<file path="src/rtl/oamdma_pkg.sv">
package oamdma_pkg;

    localparam int BYTE_W     = 8;
    localparam int PAGE_W     = 8;
    localparam int OFFS_W     = 8;
    localparam int SRC_ADDR_W = PAGE_W + OFFS_W;
    localparam int STORE_DEPTH = 1 << OFFS_W;
    localparam int SPR_BYTES  = 4;
    localparam int LANE_W     = $clog2(SPR_BYTES);
    localparam int SPR_COUNT  = STORE_DEPTH / SPR_BYTES;
    localparam int SPR_SEL_W  = $clog2(SPR_COUNT);

    // Byte lane order inside one sprite record; the read port decodes by it.
    localparam int LANE_Y    = 0;
    localparam int LANE_TILE = 1;
    localparam int LANE_ATTR = 2;
    localparam int LANE_X    = 3;

    typedef enum logic [1:0] {
        ST_IDLE   = 2'd0,
        ST_COPY   = 2'd1,
        ST_FINISH = 2'd2
    } copy_state_t;

    // Write slot carried one cycle behind the read strobe.
    typedef struct packed {
        logic              vld;
        logic [OFFS_W-1:0] idx;
    } wr_slot_t;

    typedef struct packed {
        logic [BYTE_W-1:0] y;
        logic [BYTE_W-1:0] tile;
        logic [BYTE_W-1:0] attr;
        logic [BYTE_W-1:0] x;
    } sprite_rec_t;

    function automatic logic [SRC_ADDR_W-1:0] page_addr(
        input logic [PAGE_W-1:0] page,
        input logic [OFFS_W-1:0] offs
    );
        return {page, offs};
    endfunction

    function automatic logic last_offset(input logic [OFFS_W-1:0] offs);
        return &offs;
    endfunction

endpackage

</file>
<file path="src/rtl/oam_dma_seq.sv">
module oam_dma_seq
    import oamdma_pkg::*;
#(
    parameter int P_W = PAGE_W,
    parameter int O_W = OFFS_W
) (
    input  logic             clk,
    input  logic             rst,
    input  logic             trig_we,
    input  logic [P_W-1:0]   trig_page,
    output logic             src_rd_en,
    output logic [P_W+O_W-1:0] src_addr,
    output logic             wr_en,
    output logic [O_W-1:0]   wr_idx,
    output logic             busy,
    output logic             done
);

    copy_state_t  state_q;
    logic [P_W-1:0] page_q;
    logic [O_W:0]   issue_cnt;   // extra bit marks all reads issued
    logic           slot_vld;
    logic [O_W-1:0] slot_idx;
    logic           take_trig;
    logic           last_wr;

    assign busy      = (state_q == ST_COPY);
    assign done      = (state_q == ST_FINISH);
    assign take_trig = trig_we && !busy;
    assign src_rd_en = busy && !issue_cnt[O_W];
    assign src_addr  = {page_q, issue_cnt[O_W-1:0]};
    assign wr_en     = slot_vld;
    assign wr_idx    = slot_idx;
    assign last_wr   = slot_vld && (&slot_idx);

    always_ff @(posedge clk) begin
        if (rst) begin
            state_q   <= ST_IDLE;
            page_q    <= '0;
            issue_cnt <= '0;
            slot_vld  <= 1'b0;
            slot_idx  <= '0;
        end else begin
            slot_vld <= src_rd_en;
            slot_idx <= issue_cnt[O_W-1:0];
            if (src_rd_en) begin
                issue_cnt <= issue_cnt + 1'b1;
            end
            case (state_q)
                ST_COPY: begin
                    if (last_wr) begin
                        state_q <= ST_FINISH;
                    end
                end
                default: begin
                    if (take_trig) begin
                        state_q   <= ST_COPY;
                        page_q    <= trig_page;
                        issue_cnt <= '0;
                    end else begin
                        state_q <= ST_IDLE;
                    end
                end
            endcase
        end
    end

endmodule

</file>
<file path="src/rtl/oam_attr_store.sv">
module oam_attr_store
    import oamdma_pkg::*;
#(
    parameter int O_W  = OFFS_W,
    parameter int D_W  = BYTE_W,
    parameter int S_W  = SPR_SEL_W
) (
    input  logic           clk,
    input  logic           rst,
    input  logic           wr_en,
    input  logic [O_W-1:0] wr_idx,
    input  logic [D_W-1:0] wr_data,
    input  logic [O_W-1:0] rd_idx,
    output logic [D_W-1:0] rd_data,
    input  logic [S_W-1:0] spr_sel,
    output logic [D_W-1:0] lane_data [SPR_BYTES]
);

    localparam int DEPTH = 1 << O_W;

    logic [D_W-1:0] mem [DEPTH];

    always_ff @(posedge clk) begin
        if (rst) begin
            for (int i = 0; i < DEPTH; i++) begin
                mem[i] <= '0;
            end
        end else if (wr_en) begin
            mem[wr_idx] <= wr_data;
        end
    end

    assign rd_data = mem[rd_idx];

    for (genvar b = 0; b < SPR_BYTES; b++) begin : g_lane
        localparam logic [LANE_W-1:0] LANE = LANE_W'(b);
        assign lane_data[b] = mem[{spr_sel, LANE}];
    end

endmodule

</file>
<file path="src/rtl/oam_page_copier.sv">
module oam_page_copier
    import oamdma_pkg::*;
(
    input  logic                  clk,
    input  logic                  rst,
    input  logic                  trig_we,
    input  logic [PAGE_W-1:0]     trig_page,
    output logic                  src_rd_en,
    output logic [SRC_ADDR_W-1:0] src_addr,
    input  logic [BYTE_W-1:0]     src_rd_data,
    output logic                  busy,
    output logic                  done,
    input  logic [OFFS_W-1:0]     rd_idx,
    output logic [BYTE_W-1:0]     rd_data,
    input  logic [SPR_SEL_W-1:0]  spr_sel,
    output logic [BYTE_W-1:0]     spr_y,
    output logic [BYTE_W-1:0]     spr_tile,
    output logic [BYTE_W-1:0]     spr_attr,
    output logic [BYTE_W-1:0]     spr_x
);

    logic              wr_en;
    logic [OFFS_W-1:0] wr_idx;
    logic [BYTE_W-1:0] lane_data [SPR_BYTES];
    sprite_rec_t       rec;

    oam_dma_seq #(.P_W(PAGE_W), .O_W(OFFS_W)) u_seq (
        .clk       (clk),
        .rst       (rst),
        .trig_we   (trig_we),
        .trig_page (trig_page),
        .src_rd_en (src_rd_en),
        .src_addr  (src_addr),
        .wr_en     (wr_en),
        .wr_idx    (wr_idx),
        .busy      (busy),
        .done      (done)
    );

    oam_attr_store #(.O_W(OFFS_W), .D_W(BYTE_W), .S_W(SPR_SEL_W)) u_store (
        .clk       (clk),
        .rst       (rst),
        .wr_en     (wr_en),
        .wr_idx    (wr_idx),
        .wr_data   (src_rd_data),
        .rd_idx    (rd_idx),
        .rd_data   (rd_data),
        .spr_sel   (spr_sel),
        .lane_data (lane_data)
    );

    always_comb begin
        rec.y    = lane_data[LANE_Y];
        rec.tile = lane_data[LANE_TILE];
        rec.attr = lane_data[LANE_ATTR];
        rec.x    = lane_data[LANE_X];
    end

    assign spr_y    = rec.y;
    assign spr_tile = rec.tile;
    assign spr_attr = rec.attr;
    assign spr_x    = rec.x;

endmodule

</file>
<file path="config.mk">
export PLATFORM = sky130hd
export DESIGN_NAME = oam_page_copier
export DESIGN_NICKNAME = d
export VERILOG_FILES = /design/src/rtl/oamdma_pkg.sv /design/src/rtl/oam_dma_seq.sv /design/src/rtl/oam_attr_store.sv /design/src/rtl/oam_page_copier.sv
export SDC_FILE = /design/constraint.sdc
export NUM_CORES = 2
export LEC_CHECK = 0
export ABC_AREA = 0
export BUFFER_PORTS_ARGS = -buffer_cell sky130_fd_sc_hd__buf_2
export CAP_MARGIN = 20
export CORE_ASPECT_RATIO = 1.25
export CORE_MARGIN = 8
export CORE_UTILIZATION = 35
export CTS_BUF_LIST = sky130_fd_sc_hd__clkbuf_8
export CTS_CLUSTER_DIAMETER = 200
export CTS_CLUSTER_SIZE = 16
export DETAILED_ROUTE_END_ITERATION = 12
export SYNTH_ARGS = -nofsm -noshare
export SYNTH_HDL_FRONTEND = slang
export SYNTH_SLANG_ARGS = --single-unit
</file>
<file path="constraint.sdc">
create_clock -name clk -period 5.6 [get_ports clk]
set_clock_uncertainty 0.05 [all_clocks]
set_input_delay 1.12 -clock clk [delete_from_list [all_inputs] [get_ports clk]]
set_output_delay 1.12 -clock clk [all_outputs]
set_load 0.05 [all_outputs]
</file>
==> flow_summary.yaml <==
floorplanning:
  core_mm2: 0.318
  die_y_um: 647
  rows: 232
  dieArea_mm2: 0.337
  pin_count: 92
  die_w_um: 521
  floorplan.initialDensity_pct: 35.0
clock_network:
  insertion_delay_ns: 1.10
  clkTransAtPathRegs_ns: 0.10
  max-clock-path-buffers: 4
  root_buffer: "clkbuf_8"
  cts_tree: "done"
  post-cts-setup-buffer-count: 0
  cts_sinks: 2076
  cts.htree.levels: 4
  cts_buffers: 155
  cts_hold_buf: 0
synthesis:
  yosys.area.top_type: "edfxtp_1"
  syn_area_mm2: 0.112
  yosysWarningCount: 0
  seq_area_frac_synth_pct: 55.6
  synthTopCellsByArea: "edfxtp_1 55%, mux4_2 22%, and2_1 11%"
  postSynthCellCount: 7305
  synthDistinctLibCells: 61
  synthArstFlopShare_pct: 0
  synth_top_area_share_pct: 55.1
  ys.flop_type: "edfxtp_1"
  syn_nets: 7339
  ys_ff_latch: 2076
  synth_edf_count: 2048
  avgSynthCellArea_um2: 15.3
layout:
  fin_nets: 7504
  mostFrequentLayoutCells: "2,048 x edfxtp_1, 1,934 x and2_1, 1,100 x mux4_2"
  layout-drive-gt1-share_pct: 30.0
  layout_commonest_cell: "edfxtp_1"
  layoutNonFillerInstCount: 11700
  nFillCells: 29300
  area_delta_synth_final_pct: 9.93
sta:
  rsz0062_at_grt: "no"
  fin_crit_ns: 5.73
  fin_ws_ns: -0.133
  setup-violations-final: 2
  relSlewSlack_pct: 22.6
  fin_crit_sh_pct: 102
  finalHoldViolations: 0
  finalMaxSlewViolations: 0
  worst_pin_slew_ns: 1.16
  fmax_mhz: 174
global_routing:
  grt_pass1_vias: 72500
  track_usage_pct: 29.4
  grt_max_degree: 157
  grt.overflow.total: 0
  antenna_found_initial: 69
  grt_first_pass_wirelength_mm: 674
route:
  vias_per_cell: 6.40
  ant_nets: 0
  vias: 75100
  dr.pass1.iters: 6
  wirelength_mm: 510
  drtIter0Drc: 11900
  drc: 0
  wl_per_cell_um: 43.4
pwr:
  p_comb_share_pct: 16.1
  peakVddDrop_mv: 0.165
  internal-power_mw: 21.9
  clkPwrFrac_pct: 25.7
  leakage_nw: 43.4
  p_sw_mw: 9.05
  p_seq_share_pct: 58.2
  powerDensity_mw_per_mm2: 252
  p_sw_share_pct: 29.2
worst_setup_path:
  crit_type: "in -> out"
  end_kind: "output pin"
  rrSetupSlack_ns: 1.26
  cp.required_ns: 4.43
  cp_max_fo: 29
  reg2reg_to: "u_store.mem[134][3]"
  cp-endpoint: "rd_data[5]"
  arrival_ns: 4.56
  r2r_cells: 4
  cp-startpoint: "rd_idx[1]"
  crit-reg2reg-launch: "u_seq.wr_idx[2]"
  setup.worst_path.start_class: "input port"
worst_hold_path:
  min-delay-start: "trig_page[6]"
  min_path_type: "in -> reg"
placement:
  dp.cells: 11500
  pre_cts_slack_ns: -0.731
  io_buffer_count: 91
  dp_hpwl_mm: 385
  place.gp.congestion: 1.01
status:
  violations: "negative setup slack"
  outcome: "finished, violations left"
job:
  max_cap_viol_count: 0
state kept, by name (all words and copies together) (netlist names):
| name | cells |
|---|---|
| u_seq.issue_cnt | 9 |
| u_seq.page_q | 8 |
| u_seq.state_q | 2 |
| u_seq.wr_en | 1 |
| u_seq.wr_idx | 8 |
| u_store.mem | 2048 |
metrics by stage:
step	total power, mW	util [%]	instance area, um^2	hold WS [ns]	setup TNS (ns)
3_3_place_gp	23.1	37.7	120000	0.409	-3.07
5_1_grt	31.4	38.5	123000	0.235	0
3_5_place_dp	23.1	37.7	120000	0.410	-2.77
2_1_floorplan	20.6	-	112000	0.399	0
4_1_cts	30.8	38.5	123000	0.187	0
6_report	30.9	38.5	123000	0.262	-0.165
final cells by class:
cell class / count / area, um^2 / area share, %
multi-input cells: 4550 / 46800 / 38.1
diodes: 37 / 92.6 / 0.0755
clock inverters: 19 / 113 / 0.0918
flip-flops and latches: 2076 / 62100 / 50.6
repair buffers: 682 / 6170 / 5.03
inverters: 5 / 18.8 / 0.0153
well taps: 4212 / 5270 / 4.30
clock buffers: 157 / 2160 / 1.76
power groups by stage:
stage	logic (mW)	registers, mW	clock network (mW)
floorplan	2.56	18.0	0
global placement	4.80	18.3	0
detailed placement	4.81	18.3	0
CTS	4.84	18.0	8.00
global route	4.96	18.0	8.42
finish	4.98	18.0	7.95
worst max-delay path, cell delays in order:
cell and delay [ns]:
buf_8 0.19, buf_12 0.26, buf_4 0.39, mux4_2 0.27, mux2i_1 0.23, o21ai_1 0.58
nor4_1 0.15, buf_4 0.18, nor3_2 0.52, buf_4 0.29, buf_2 0.29
timing repair:
item                                    4_1_cts  5_1_grt
endpoints found under the setup margin        7        1
endpoints found under the hold margin         0        0
gates resized for setup                      26        1
Yosys cell counts, types with 4 or more instances:
cell and instances:
a211oi_1 13, a21o_1 4, a21oi_1 105, a221oi_1 29
a22o_1 21, a22oi_1 135, and2_1 1936, and3_1 126
buf_1 37, buf_2 108, buf_4 41, buf_6 24
clkbuf_1 463, dfxtp_1 28, edfxtp_1 2048, inv_1 4
mux2_2 10, mux2i_1 175, mux4_2 1100, nand2_1 49
nand2b_1 10, nand3_1 32, nand4_1 14, nor2_1 287
nor2b_1 29, nor3_1 28, nor4_1 11, o21a_1 4
o21ai_0 45, o21bai_1 11, o221ai_1 40, o22a_1 5
o22ai_1 25, o32ai_1 8, or2_2 245, or3_1 15
kinds of logic after synthesis:
group,Yosys count,share of synthesized area (%)
adder cells (fa/ha/maj),1,0.0112
flip-flops,2076,55.6
AO/OA/AOI/OAI,468,2.92
multiplexers,1285,23.9
buffers and inverters,679,2.71
AND/OR/NAND/NOR,2792,14.8
XOR/XNOR,4,0.0314
metal layers:
layer	wire length (um)	GRT usage, %	up-vias
li1	-	-	28500
met1	175000	34.8	39700
met2	233000	46.5	5576
met3	52500	6.98	1350
met4	49000	22.3	30
met5	186	0	-
how the worst min path moves through the flow:
stage | to | slack, ns | cells after the start
finish | u_seq.page_q[6] | 0.26 | 2
floorplan | u_seq.wr_idx[7] | 0.40 | 2
global placement | u_seq.page_q[7] | 0.41 | 1
CTS | u_seq.page_q[6] | 0.19 | 2
detailed placement | u_seq.page_q[5] | 0.41 | 1
global route | u_seq.page_q[7] | 0.24 | 2
Power figures use the tool's default switching activity.
